### config.mk
export PLATFORM = sky130hd
export DESIGN_NAME = bus_wdt
export DESIGN_NICKNAME = d
export VERILOG_FILES = /design/src/rtl/bus_wdt_pkg.sv /design/src/rtl/bus_wdt_sync.sv /design/src/rtl/bus_wdt_kick_det.sv /design/src/rtl/bus_wdt_timer.sv /design/src/rtl/bus_wdt.sv
export SDC_FILE = /design/constraint.sdc
export NUM_CORES = 1
export LEC_CHECK = 0
export BUFFER_PORTS_ARGS = -buffer_cell sky130_fd_sc_hd__buf_2
export CAP_MARGIN = 10
export CORE_MARGIN = 2
export CORE_UTILIZATION = 61
export CTS_BUF_LIST = sky130_fd_sc_hd__clkbuf_8
export DETAILED_ROUTE_END_ITERATION = 10
export MAX_ROUTING_LAYER = met4
export PLACE_DENSITY = 0.87
export SLEW_MARGIN = 20
export SYNTH_ARGS = -nofsm -noshare
export SYNTH_HDL_FRONTEND = slang
export SYNTH_SLANG_ARGS = --single-unit
### constraint.sdc
create_clock -name clk_i -period 2.4 [get_ports clk_i]
set_clock_uncertainty 0.1 [all_clocks]
set_input_delay 0.24 -clock clk_i [delete_from_list [all_inputs] [get_ports clk_i]]
set_output_delay 0.24 -clock clk_i [all_outputs]
set_load 0.05 [all_outputs]
### src/rtl/bus_wdt_pkg.sv
package bus_wdt_pkg;

  typedef enum logic [1:0] {
    DET_IDLE    = 2'd0,
    DET_ARMED   = 2'd1,
    DET_CLOCKED = 2'd2
  } det_state_e;

  // timeout in cycles for a select code
  function automatic int unsigned wdt_limit(int unsigned base, logic [1:0] sel);
    return base << (2 * int'(sel));
  endfunction

endpackage

### src/rtl/bus_wdt_sync.sv
module bus_wdt_sync #(
  parameter int unsigned WIDTH   = 2,
  parameter int unsigned STAGES  = 2,
  parameter logic [WIDTH-1:0] RST_VAL = '1
) (
  input  logic             clk_i,
  input  logic             rst_ni,
  input  logic [WIDTH-1:0] d_i,
  output logic [WIDTH-1:0] q_o
);

  for (genvar g = 0; g < WIDTH; g++) begin : g_bit
    logic [STAGES-1:0] sr_q;
    always_ff @(posedge clk_i or negedge rst_ni) begin
      if (!rst_ni) sr_q <= {STAGES{RST_VAL[g]}};
      else         sr_q <= {sr_q[STAGES-2:0], d_i[g]};
    end
    assign q_o[g] = sr_q[STAGES-1];
  end

endmodule

### src/rtl/bus_wdt_kick_det.sv
module bus_wdt_kick_det
  import bus_wdt_pkg::*;
(
  input  logic clk_i,
  input  logic rst_ni,
  input  logic scl_i,
  input  logic sda_i,
  output logic kick_o
);

  logic       scl_q, sda_q;
  det_state_e state_q, state_d;
  logic       hit;

  wire sda_fall = sda_q & ~sda_i;
  wire sda_rise = ~sda_q & sda_i;
  wire scl_fall = scl_q & ~scl_i;
  wire start_c  = sda_fall & scl_i;
  wire stop_c   = sda_rise & scl_i;

  always_comb begin
    state_d = state_q;
    hit     = 1'b0;
    if (start_c) begin
      state_d = DET_ARMED;  // any start (re)arms
    end else begin
      unique case (state_q)
        DET_ARMED: begin
          if (stop_c)        state_d = DET_IDLE;  // stop before clock fall: abort
          else if (scl_fall) state_d = DET_CLOCKED;
        end
        DET_CLOCKED: begin
          if (stop_c) begin
            hit     = 1'b1;
            state_d = DET_IDLE;
          end
        end
        default: state_d = DET_IDLE;
      endcase
    end
  end

  always_ff @(posedge clk_i or negedge rst_ni) begin
    if (!rst_ni) begin
      scl_q   <= 1'b1;
      sda_q   <= 1'b1;
      state_q <= DET_IDLE;
      kick_o  <= 1'b0;
    end else begin
      scl_q   <= scl_i;
      sda_q   <= sda_i;
      state_q <= state_d;
      kick_o  <= hit;
    end
  end

endmodule

### src/rtl/bus_wdt_timer.sv
module bus_wdt_timer
  import bus_wdt_pkg::*;
#(
  parameter int unsigned TO_BASE = 16,
  parameter int unsigned CNT_W   = 10
) (
  input  logic             clk_i,
  input  logic             rst_ni,
  input  logic             kick_i,
  input  logic [1:0]       tsel_i,
  output logic [CNT_W-1:0] cnt_o,
  output logic             expired_o
);

  logic [CNT_W-1:0] last;

  always_comb last = CNT_W'(wdt_limit(TO_BASE, tsel_i) - 1);

  always_ff @(posedge clk_i or negedge rst_ni) begin
    if (!rst_ni) begin
      cnt_o     <= '0;
      expired_o <= 1'b0;
    end else if (kick_i) begin
      cnt_o     <= '0;
      expired_o <= 1'b0;
    end else if (!expired_o) begin
      // >= so a lowered limit still fires
      if (cnt_o >= last) expired_o <= 1'b1;
      else               cnt_o     <= cnt_o + 1'b1;
    end
  end

endmodule

### src/rtl/bus_wdt.sv
module bus_wdt #(
  parameter int unsigned TO_BASE     = 16,
  parameter int unsigned SYNC_STAGES = 2
) (
  input  logic       clk_i,
  input  logic       rst_ni,
  input  logic       scl_i,
  input  logic       sda_i,
  input  logic [1:0] tsel_i,
  output logic       wdt_n_o
);

  localparam int unsigned CNT_W = $clog2(TO_BASE << 6);

  logic [1:0]       bus_s;
  logic             kick;
  logic             expired;
  logic [CNT_W-1:0] cnt;

  bus_wdt_sync #(
    .WIDTH  (2),
    .STAGES (SYNC_STAGES),
    .RST_VAL(2'b11)
  ) u_sync (
    .clk_i (clk_i),
    .rst_ni(rst_ni),
    .d_i   ({sda_i, scl_i}),
    .q_o   (bus_s)
  );

  bus_wdt_kick_det u_det (
    .clk_i (clk_i),
    .rst_ni(rst_ni),
    .scl_i (bus_s[0]),
    .sda_i (bus_s[1]),
    .kick_o(kick)
  );

  bus_wdt_timer #(
    .TO_BASE(TO_BASE),
    .CNT_W  (CNT_W)
  ) u_timer (
    .clk_i    (clk_i),
    .rst_ni   (rst_ni),
    .kick_i   (kick),
    .tsel_i   (tsel_i),
    .cnt_o    (cnt),
    .expired_o(expired)
  );

  assign wdt_n_o = ~expired;

endmodule

==> flow_summary_export.csv, run 1 <==
group,metric,value,unit
outcome,status,"finished, final reports clean",
synthesis,ys_ff_latch,20,
critical_path,worst-path-buf-inv,0,
floorplan,initial_core_util,0.642,
floorplan,rows,15,
global_routing,grt_pass1_wl,3440,µm
layout,area_delta_synth_final,16.0,%
routing,routed_wl,2050,µm
critical_path,slowest_delay,440,ps
floorplan,core_area,1710,µm²
layout,final_cell_mix,"dfrtp_1, nor2_1, nor2b_1",
cts,postCtsSetupBuffers,0,
floorplan,die-height,46.4,µm
sta,min_period,2240,ps
cts,cts-root-buf,"clkbuf_8",
power_and_ir_drop,p_seq_frac,0.399,
power_and_ir_drop,p_comb_frac,0.338,
critical_path,path_delay_family,"compound AO/OA/AOI/OAI gates",
power_and_ir_drop,ir_drop,0.684,mV
synthesis,syn_nets,116,
layout,antenna_cells,0,
cts,clock_latency,260,ps
cts,clockBufferDepth,2,
power_and_ir_drop,power_density,994,nW/µm²
routing,first_pass_iters,4,
power_and_ir_drop,clkPwrFrac,0.262,
synthesis,synth_area,1100,µm²
routing,vias,800,
layout,drive_gt1_frac,0.252,
critical_path,worstPathRequired,2430,ps
routing,postRouteAntennaNets,0,
power_and_ir_drop,switching_power,0.000427,W
global_routing,grtUsageTotal,0.241,
layout,nets,129,
global_routing,grt_pass1_vias,740,
routing,dr.first_iter.drc_count,17,
global_routing,antenna_found_initial,0,
cts,cts_tree,"yes",
global_routing,grt_max_degree,22,
critical_path,worstSetupStartpointType,"register",
power_and_ir_drop,p_sw_frac,0.338,
floorplan,num_io_pins,7,
layout,fillers,113,
synthesis,syn_inst,103,
placement,place_hpwl,1390,µm
routing,drc,0,
critical_path,crit_type,"register to register",
floorplan,dieWidth,46.4,µm
synthesis,yosys_warnings,0,
critical_path,crit_path_max_fanout,8,
cts,clk_pin_slew,70,ps
sta,setup_tns,0,ps
critical_path,path_cells,"ha_1 > a21oi_1 > o21ai_2 > a2111oi_2 > mux2_1",
cts,cts_buffers,3,
cts,htreeDepth,1,
placement,post-place-ws,87.0,ps
sta,rsz0062_at_grt,"false",
sta,finalSetupViolCount,0,
critical_path,cp_data_arrival_time,2280,ps
synthesis,ys_types,32,
cts,cts_sinks,20,
routing,via_per_inst,5.71,
synthesis,syn_avg_cell_area,10.6,µm²
sta,finalCritPeriodShare,0.934,
sta,hold_violations,0,
routing,wl_per_cell,14.6,µm
power_and_ir_drop,power.internal,0.000836,W
layout,layout_commonest_cell,"dfrtp_1",
hold_path,min_path_type,"register to register",
global_routing,overflow,0,
sta,fmax,446,MHz
sta,tightestPinTransition,620,ps
floorplan,die_area,2150,µm²
synthesis,yosysSeqAreaShare,0.463,
power_and_ir_drop,power_leakage,0.570,nW
critical_path,cp_slowest_cell,"dfrtp_1",
sta,slew_violations,0,
layout,finish.utilization,0.744,
critical_path,endpoint_kind,"register",
placement,routabilityCongestion,0.827,
placement,io_buffers,6,
sta,fin_ws,158,ps
job,max_cap_violations,0,
sta,slew_headroom,0.587,
==> cells by family after synthesis <==
group,count (synthesis),synth area share
and+or+nand+nor,39,0.175
DFF,20,0.463
adders and majority gates,8,0.0890
xor gates and xnor gates,1,0.00799
AOI/OAI and AO/OA,18,0.138
buffers and inverters,7,0.0251
muxes,10,0.102
==> state kept, by name, summed over array words and instances (netlist names) <==
signal / count
u_sync.g_bit.sr_q: 4
u_det.state_q: 2
u_det.scl_q: 1
u_timer.cnt_o: 10
u_det.sda_q: 1
u_timer.expired_o: 1
u_det.kick_o: 1
==> power groups by stage <==
stage               Sequential [W]  Clock, W  Combinational [W]
global route              0.000519  0.000350           0.000474
CTS                       0.000502  0.000338           0.000420
floorplan                 0.000482         0           0.000328
finish                    0.000504  0.000331           0.000428
detailed placement        0.000508         0           0.000412
global placement          0.000501         0           0.000388
==> cell usage after synthesis <==
| cell type | count | area [µm²] |
|---|---|---|
| a2111oi_1 | 3 | 30.0 |
| a2111oi_2 | 1 | 15.0 |
| a211oi_1 | 3 | 22.5 |
| a211oi_2 | 1 | 12.5 |
| a21boi_0 | 1 | 7.51 |
| a21oi_1 | 3 | 15.0 |
| a22o_1 | 1 | 8.76 |
| and2_1 | 1 | 6.26 |
| and3_1 | 1 | 6.26 |
| buf_2 | 1 | 5.00 |
| clkbuf_1 | 1 | 3.75 |
| dfrtp_1 | 14 | 350 |
| dfstp_2 | 6 | 158 |
| ha_1 | 7 | 87.6 |
| inv_1 | 5 | 18.8 |
| maj3_1 | 1 | 10.0 |
| mux2_1 | 3 | 33.8 |
| mux2_2 | 6 | 67.6 |
| mux2i_1 | 1 | 10.0 |
| nand2_1 | 6 | 22.5 |
| nand2b_1 | 3 | 18.8 |
| nand3_1 | 3 | 15.0 |
| nand4_1 | 1 | 6.26 |
| nor2_1 | 13 | 48.8 |
| nor2b_1 | 10 | 62.6 |
| nor3_1 | 1 | 5.00 |
| o2111a_1 | 1 | 11.3 |
| o2111ai_1 | 1 | 8.76 |
| o21ai_1 | 1 | 5.00 |
| o21ai_2 | 1 | 8.76 |
| o22ai_1 | 1 | 6.26 |
| xor2_1 | 1 | 8.76 |
==> layout make-up <==
| type | instances | area [µm²] | area share |
|---|---|---|---|
| Multi-Input combinational cell | 76 | 574 | 0.452 |
| Sequential cell | 20 | 508 | 0.400 |
| Tap cell | 25 | 31.3 | 0.0246 |
| Timing Repair Buffer | 10 | 67.6 | 0.0531 |
| Clock inverter | 1 | 30.0 | 0.0236 |
| Clock buffer | 3 | 41.3 | 0.0325 |
| Inverter | 5 | 18.8 | 0.0148 |
==> what timing repair did <==
item | 4_1_cts | 5_1_grt
setup endpoints to repair | 0 | 3
hold buffers | 3 | 0
resized for setup | 0 | 3
endpoints found under the hold margin | 16 | 0
==> final timing paths <==
path	start	endpoint	slack [ps]	depth (start not counted)
setup / recovery	u_timer.cnt_o[8]	u_timer.cnt_o[7]	160	5
hold / removal	u_sync.g_bit[0].sr_q[0]	u_sync.g_bit[0].sr_q[1]	260	0
setup reg to reg	u_timer.cnt_o[8]	u_timer.cnt_o[7]	160	5
hold reg to reg	u_sync.g_bit[0].sr_q[0]	u_sync.g_bit[0].sr_q[1]	260	0
max in group asynchronous	rst_ni	u_det.scl_q	1500	2
min in group asynchronous	rst_ni	u_timer.cnt_o[8]	360	2
==> layer usage <==
metal | GRT usage | share of wire
met5 | - | 0
met4 | 0.0857 | 0.019
met3 | 0.0353 | 0.025
met2 | 0.381 | 0.50
met1 | 0.316 | 0.46
==> through the flow <==
stage / area, µm² / std cells / total power (W) / hold slack [ps]
finish: 1270 / 140 / 0.00126 / 257
global route: 1270 / 140 / 0.00134 / 265
CTS: 1260 / 140 / 0.00126 / 258
detailed placement: 1160 / 133 / 0.000920 / 103
global placement: 1160 / 133 / 0.000889 / 96.2
floorplan: 1100 / 103 / 0.000810 / -156
(Power assumes the default switching activity.)
==> inputs of run 2 (changes only) <==
Settings changed: ABC_AREA set to 1, PLACE_DENSITY 0.87 to 0.86.
==> run 2 against run 1 <==
Die area up 1.6%. Worst hold slack better by 0.63 ps. Highest routed layer unchanged. Sequential power up 4.2%.
==> flow_summary_export.csv, run 2 <==
group,metric,value,unit
outcome,status,"finished, final reports clean",
sta,finalSetupViolCount,0,
layout,antenna_cells,0,
hold_path,holdCritStartpoint,"u_sync.g_bit[1].sr_q[0]",
global_routing,grtUsageTotal,0.273,
synthesis,async_flop_share,1.00,
synthesis,yosys_warnings,0,
synthesis,synthTopCellsByCount,"nand2_1, nand3_1, nor2_1, inv_1, dfrtp_1",
routing,vias,964,
layout,layout_commonest_cell,"nand2_1",
synthesis,synth_area,1110,µm²
synthesis,syn_nets,158,
floorplan,num_io_pins,7,
cts,cts_buffers,3,
floorplan,rows,15,
critical_path,crit_path_max_fanout,13,
global_routing,grt_max_degree,21,
critical_path,reg2reg_from,"u_timer.cnt_o[5]",
hold_path,min_path_cells,0,
synthesis,synth_most_common_cell,"nand2_1",
synthesis,ys_ff_latch,20,
critical_path,endpoint_kind,"register",
layout,largest_reg_flops,10,
placement,routabilityCongestion,0.935,
cts,clockBufferDepth,2,
routing,routed_wl,2370,µm
synthesis,yosysTopAreaCell,"dfrtp_1",
sta,slew_violations,0,
cts,cts-root-buf,"clkbuf_8",
routing,dr.first_iter.drc_count,35,
sta,hold_violations,0,
critical_path,cp_data_arrival_time,1970,ps
synthesis,ys.flop_type,"dfrtp_1",
layout,top_regs,"u_timer.cnt_o (10), u_sync.g_bit.sr_q (4), u_det.state_q (2)",
synthesis,syn_inst,145,
placement,io_buffers,6,
synthesis,syn_avg_cell_area,7.69,µm²
floorplan,dieWidth,46.8,µm
power_and_ir_drop,ir_drop,0.684,mV
routing,first_pass_iters,4,
floorplan,die_area,2190,µm²
global_routing,grt_pass1_vias,954,
power_and_ir_drop,power_density,1030,nW/µm²
sta,hold_ws,258,ps
layout,area_delta_synth_final,13.1,%
cts,postCtsResizedCells,0,
cts,clock_latency,260,ps
critical_path,rrSetupSlack,480,ps
sta,fmax,521,MHz
critical_path,worstPathRequired,2450,ps
critical_path,crit_type,"register to register",
floorplan,core_area,1730,µm²
cts,htreeDepth,1,
layout,top_register,"u_timer.cnt_o",
power_and_ir_drop,power_leakage,0.661,nW
sta,finalCritPeriodShare,0.800,
layout,nets,170,
floorplan,initial_core_util,0.646,
synthesis,ys_types,19,
critical_path,worstSetupStartpointType,"register",
sta,slew_headroom,0.708,
synthesis,yosys-top-cells-area,"dfrtp_1, dfstp_2, nand2_1",
cts,cts_sinks,20,
sta,rsz0062_at_grt,"false",
hold_path,min_path_type,"register to register",
critical_path,rr_worst_depth,8,
floorplan,die-height,46.8,µm
global_routing,overflow,0,
global_routing,antenna_found_initial,0,
critical_path,reg2reg_to,"u_timer.cnt_o[8]",
cts,cts_tree,"yes",
layout,drive_gt1_frac,0.115,
sta,setup_tns,0,ps
synthesis,yosysSeqAreaShare,0.456,
global_routing,grt_pass1_wl,4010,µm
synthesis,synth_edf_count,0,
synthesis,synth.top_cell.area_share,0.314,
hold_path,min_to,"u_sync.g_bit[1].sr_q[1]",
sta,min_period,1920,ps
layout,final_cell_mix,"nand2_1, nor2_1, nand3_1",
cts,clk_pin_slew,80,ps
routing,wl_per_cell,13.1,µm
routing,drc,0,
placement,place_hpwl,1580,µm
sta,tightestPinTransition,438,ps
routing,via_per_inst,5.33,
job,max_cap_violations,0,
routing,postRouteAntennaNets,0,
[run 2: layer usage]
layer,GRT usage,vias to the layer above,share of wire
met5,-,-,0
met2,0.433,30,0.49
met1,0.336,446,0.42
met3,0.0385,9,0.063
met4,0.150,0,0.034
li1,-,479,-
[run 2: worst max-delay path, cell delays in order, from the launching register on]
cell and delay [ps]:
dfrtp_1 470, ha_1 340, nand2_1 60, o21ai_1 140
nand2_1 90, nand2_2 200, nand2_1 210, nand2_1 120
nand2_1 60
[run 2: logic make-up (layout without fill, tap and decap cells)]
kind of cell | after synthesis | after routing | share of synthesized area
buffers and inverters | 21 | 32 | 0.0786
DFF | 20 | 20 | 0.456
adders and majority gates | 7 | 7 | 0.0786
xor gates and xnor gates | 3 | 3 | 0.0236
and+or+nand+nor | 87 | 87 | 0.330
AOI/OAI and AO/OA | 7 | 7 | 0.0337
[run 2: how the worst max path moves through the flow]
stage | from | to | slack, ps | cells past startpoint
after floorplan | u_timer.cnt_o[5] | u_timer.cnt_o[1] | 900 | 8
after global placement | u_timer.cnt_o[5] | u_timer.cnt_o[8] | 600 | 8
after detailed placement | u_timer.cnt_o[5] | u_timer.cnt_o[8] | 550 | 8
after CTS | u_timer.cnt_o[5] | u_timer.cnt_o[8] | 500 | 8
after global routing | u_timer.cnt_o[0] | u_timer.cnt_o[7] | 360 | 8
final | u_timer.cnt_o[5] | u_timer.cnt_o[8] | 480 | 8
[run 2: per-stage QoR]
| step | util | instances | area [µm²] | setup WS, ps | power (W) |
|---|---|---|---|---|---|
| final | 0.730 | 181 | 1260 | 480 | 0.00130 |
| after global routing | 0.730 | 181 | 1260 | 363 | 0.00138 |
| after CTS | 0.730 | 181 | 1260 | 498 | 0.00129 |
| after detailed placement | 0.672 | 174 | 1160 | 547 | 0.000939 |
| after global placement | 0.672 | 174 | 1160 | 602 | 0.000912 |
| after floorplan | - | 145 | 1110 | 903 | 0.000843 |
[run 2: power by group]
| group | switching (W) | internal (W) | leakage, nW |
|---|---|---|---|
| clock network | 0.000121 | 0.000223 | 0.0357 |
| registers | 0.000107 | 0.000418 | 0.246 |
| logic | 0.000279 | 0.000148 | 0.380 |
[run 2: layout make-up]
| type | instances | area, µm² |
|---|---|---|
| clock buffer | 3 | 41.3 |
| sequential | 20 | 508 |
| fill | 133 | 465 |
| inverter | 19 | 71.3 |
| timing repair buffer | 9 | 60.1 |
| multi-input combinational | 104 | 519 |
| clock inverter | 1 | 30.0 |
| tap | 25 | 31.3 |
[run 2: timing repair]
action,4_1_cts,5_1_grt
hold buffers,3,0
hold endpoints to repair,16,0
setup buffers,0,0
==> inputs of run 3 (changes only) <==
Settings changed: ABC_AREA 1 to 0, CORE_UTILIZATION 61 to 55, PLACE_DENSITY 0.86 to 0.82.
Clock period 2.4 ns to 1.7 ns, I/O delays scaled along.
==> run 3 against run 2 <==
Sequential cell count is the same. Clock-buffer cell count is the same. The run now ends with negative setup slack left. Core utilization grew 15 points. Final area grew 34%. Setup slack lost 830 ps. Critical path depth shrank 3. Total power grew 86%. Sequential share of layout area shrank 10 points. Largest cell class unchanged. Fmax shrank 6.4%. Largest power group is now combinational logic.
==> flow_summary_export.csv, run 3 (synthesized netlist as in run 1, its figures left out) <==
group,metric,value,unit
floorplan,die_area,2370,µm²
global_routing,grt_pass1_wl,4750,µm
floorplan,die-height,48.6,µm
sta,hold_violations,0,
global_routing,overflow,0,
outcome,violations,"negative setup slack",
critical_path,cp_data_arrival_time,2110,ps
critical_path,reg2reg_from,"u_timer.cnt_o[5]",
layout,top_regs,"u_timer.cnt_o (10), u_sync.g_bit.sr_q (4), u_det.state_q (2)",
global_routing,grt_max_degree,22,
critical_path,slowest_delay,410,ps
hold_path,min_path_cells,0,
routing,wl_per_cell,21.0,µm
sta,tightestPinTransition,497,ps
outcome,status,"finished with violations",
cts,htreeDepth,1,
cts,clk_pin_slew,80,ps
cts,clock_latency,260,ps
critical_path,worstSetupStartpointType,"register",
sta,rsz0062_at_grt,"true",
floorplan,rows,16,
sta,finalSetupViolCount,11,
critical_path,reg2reg_to,"u_timer.cnt_o[7]",
hold_path,min_path_type,"register to register",
sta,slew_headroom,0.668,
layout,layout_commonest_cell,"buf_4",
critical_path,rr_worst_depth,5,
global_routing,grtUsageTotal,0.277,
cts,cts_sinks,20,
critical_path,worstPathRequired,1750,ps
cts,cts-root-buf,"clkbuf_8",
floorplan,dieWidth,48.6,µm
critical_path,worst-path-buf-inv,0,
routing,first_pass_iters,4,
global_routing,grt_pass1_vias,1009,
power_and_ir_drop,power_leakage,0.714,nW
layout,final_cell_count_no_fill,167,
layout,largest_reg_flops,10,
critical_path,rrSetupSlack,-350,ps
sta,hold_ws,261,ps
hold_path,holdCritStartpoint,"u_sync.g_bit[1].sr_q[0]",
sta,slew_violations,0,
cts,cts_tree,"yes",
layout,final_cell_mix,"buf_4, dfrtp_1, nor2_1",
critical_path,path_cells,"ha_4 > a211oi_4 > o21ai_4 > a2111oi_4 > mux2_4",
sta,min_period,2050,ps
layout,area_delta_synth_final,54.5,%
layout,nets,154,
routing,routed_wl,3510,µm
sta,fmax,488,MHz
floorplan,num_io_pins,7,
routing,via_per_inst,6.19,
layout,fillers,93,
sta,finalCritPeriodShare,1.21,
routing,dr.first_iter.drc_count,24,
job,max_cap_violations,0,
critical_path,cp_slowest_cell,"dfrtp_1",
global_routing,antenna_found_initial,0,
critical_path,crit_type,"register to register",
routing,drc,0,
placement,place_hpwl,1680,µm
layout,drive_gt1_frac,0.507,
power_and_ir_drop,power_density,1420,nW/µm²
placement,io_buffers,6,
critical_path,crit_path_max_fanout,5,
layout,antenna_cells,0,
cts,clockBufferDepth,2,
critical_path,path_delay_family,"compound AO/OA/AOI/OAI gates",
routing,postRouteAntennaNets,0,
critical_path,endpoint_kind,"register",
routing,vias,1034,
placement,routabilityCongestion,0.804,
floorplan,initial_core_util,0.570,
power_and_ir_drop,ir_drop,1.29,mV
layout,top_register,"u_timer.cnt_o",
floorplan,core_area,1920,µm²
sta,fin_ws,-351,ps
cts,cts_buffers,3,
placement,place_inst,153,
hold_path,min_to,"u_sync.g_bit[1].sr_q[1]",
## run 3: cell count changes in the layout (fill, tap and decap cells not counted), sizes merged, moves of 2 or more
cell | previous run | this run
buf | 6 | 30
nand2 | 42 | 6
nor2b | 0 | 10
a211oi | 0 | 4
nor2 | 20 | 13
nand2b | 0 | 3
a2111oi | 0 | 4
inv | 19 | 5
mux2 | 0 | 9
nand3 | 21 | 3
o2111a | 0 | 2
## run 3: worst max path at each step
stage                     start          endpoint  slack [ps]  cells after the start
6_report       u_timer.cnt_o[5]  u_timer.cnt_o[7]        -350                      5
2_1_floorplan  u_timer.cnt_o[6]  u_timer.cnt_o[7]        -220                      4
4_1_cts        u_timer.cnt_o[5]  u_timer.cnt_o[9]        -270                      5
3_3_place_gp          tsel_i[0]  u_timer.cnt_o[9]        -330                      7
5_1_grt        u_timer.cnt_o[4]  u_timer.cnt_o[1]        -430                      6
3_5_place_dp          tsel_i[0]  u_timer.cnt_o[7]        -420                      7
## run 3: through the flow
stage / instance area [µm²] / setup slack (ps) / power, W / setup TNS, ps / utilization
global placement: 1360 / -332 / 0.00153 / -2960 / 0.708
global route: 1690 / -427 / 0.00253 / -4020 / 0.881
finish: 1690 / -351 / 0.00241 / -3300 / 0.881
CTS: 1570 / -273 / 0.00212 / -2480 / 0.815
floorplan: 1160 / -223 / 0.00123 / -1510 / -
detailed placement: 1360 / -422 / 0.00158 / -3730 / 0.708
## run 3: layout make-up
cell class	count	area, µm²	share of cell area
Multi-Input combinational cell	78	813	0.480
Sequential cell	20	508	0.300
Timing Repair Buffer	33	248	0.146
Clock buffer	3	41.3	0.0244
Tap cell	27	33.8	0.0200
Clock inverter	1	30.0	0.0177
Inverter	5	18.8	0.0111
## run 3: timing repair
item                                    in CTS  in global routing
hold buffers                                 3                  0
buffers inserted                             2                  4
resized for setup                            8                 20
endpoints found under the setup margin      11                 11
hold endpoints to repair                    16                  0
pin swaps                                    7                  7
gates cloned                                 1                  1
## run 3: power by group
| part | internal (W) | switching [W] | total [W] |
|---|---|---|---|
| clock | 0.000315 | 0.000164 | 0.000479 |
| combinational | 0.000581 | 0.000675 | 0.00126 |
| sequential | 0.000591 | 0.0000848 | 0.000676 |
## run 3: per-layer routing
metal	GRT usage	wire length, µm
met2	0.479	1790
met1	0.325	1420
met4	0.119	123
met5	-	0
met3	0.0309	175
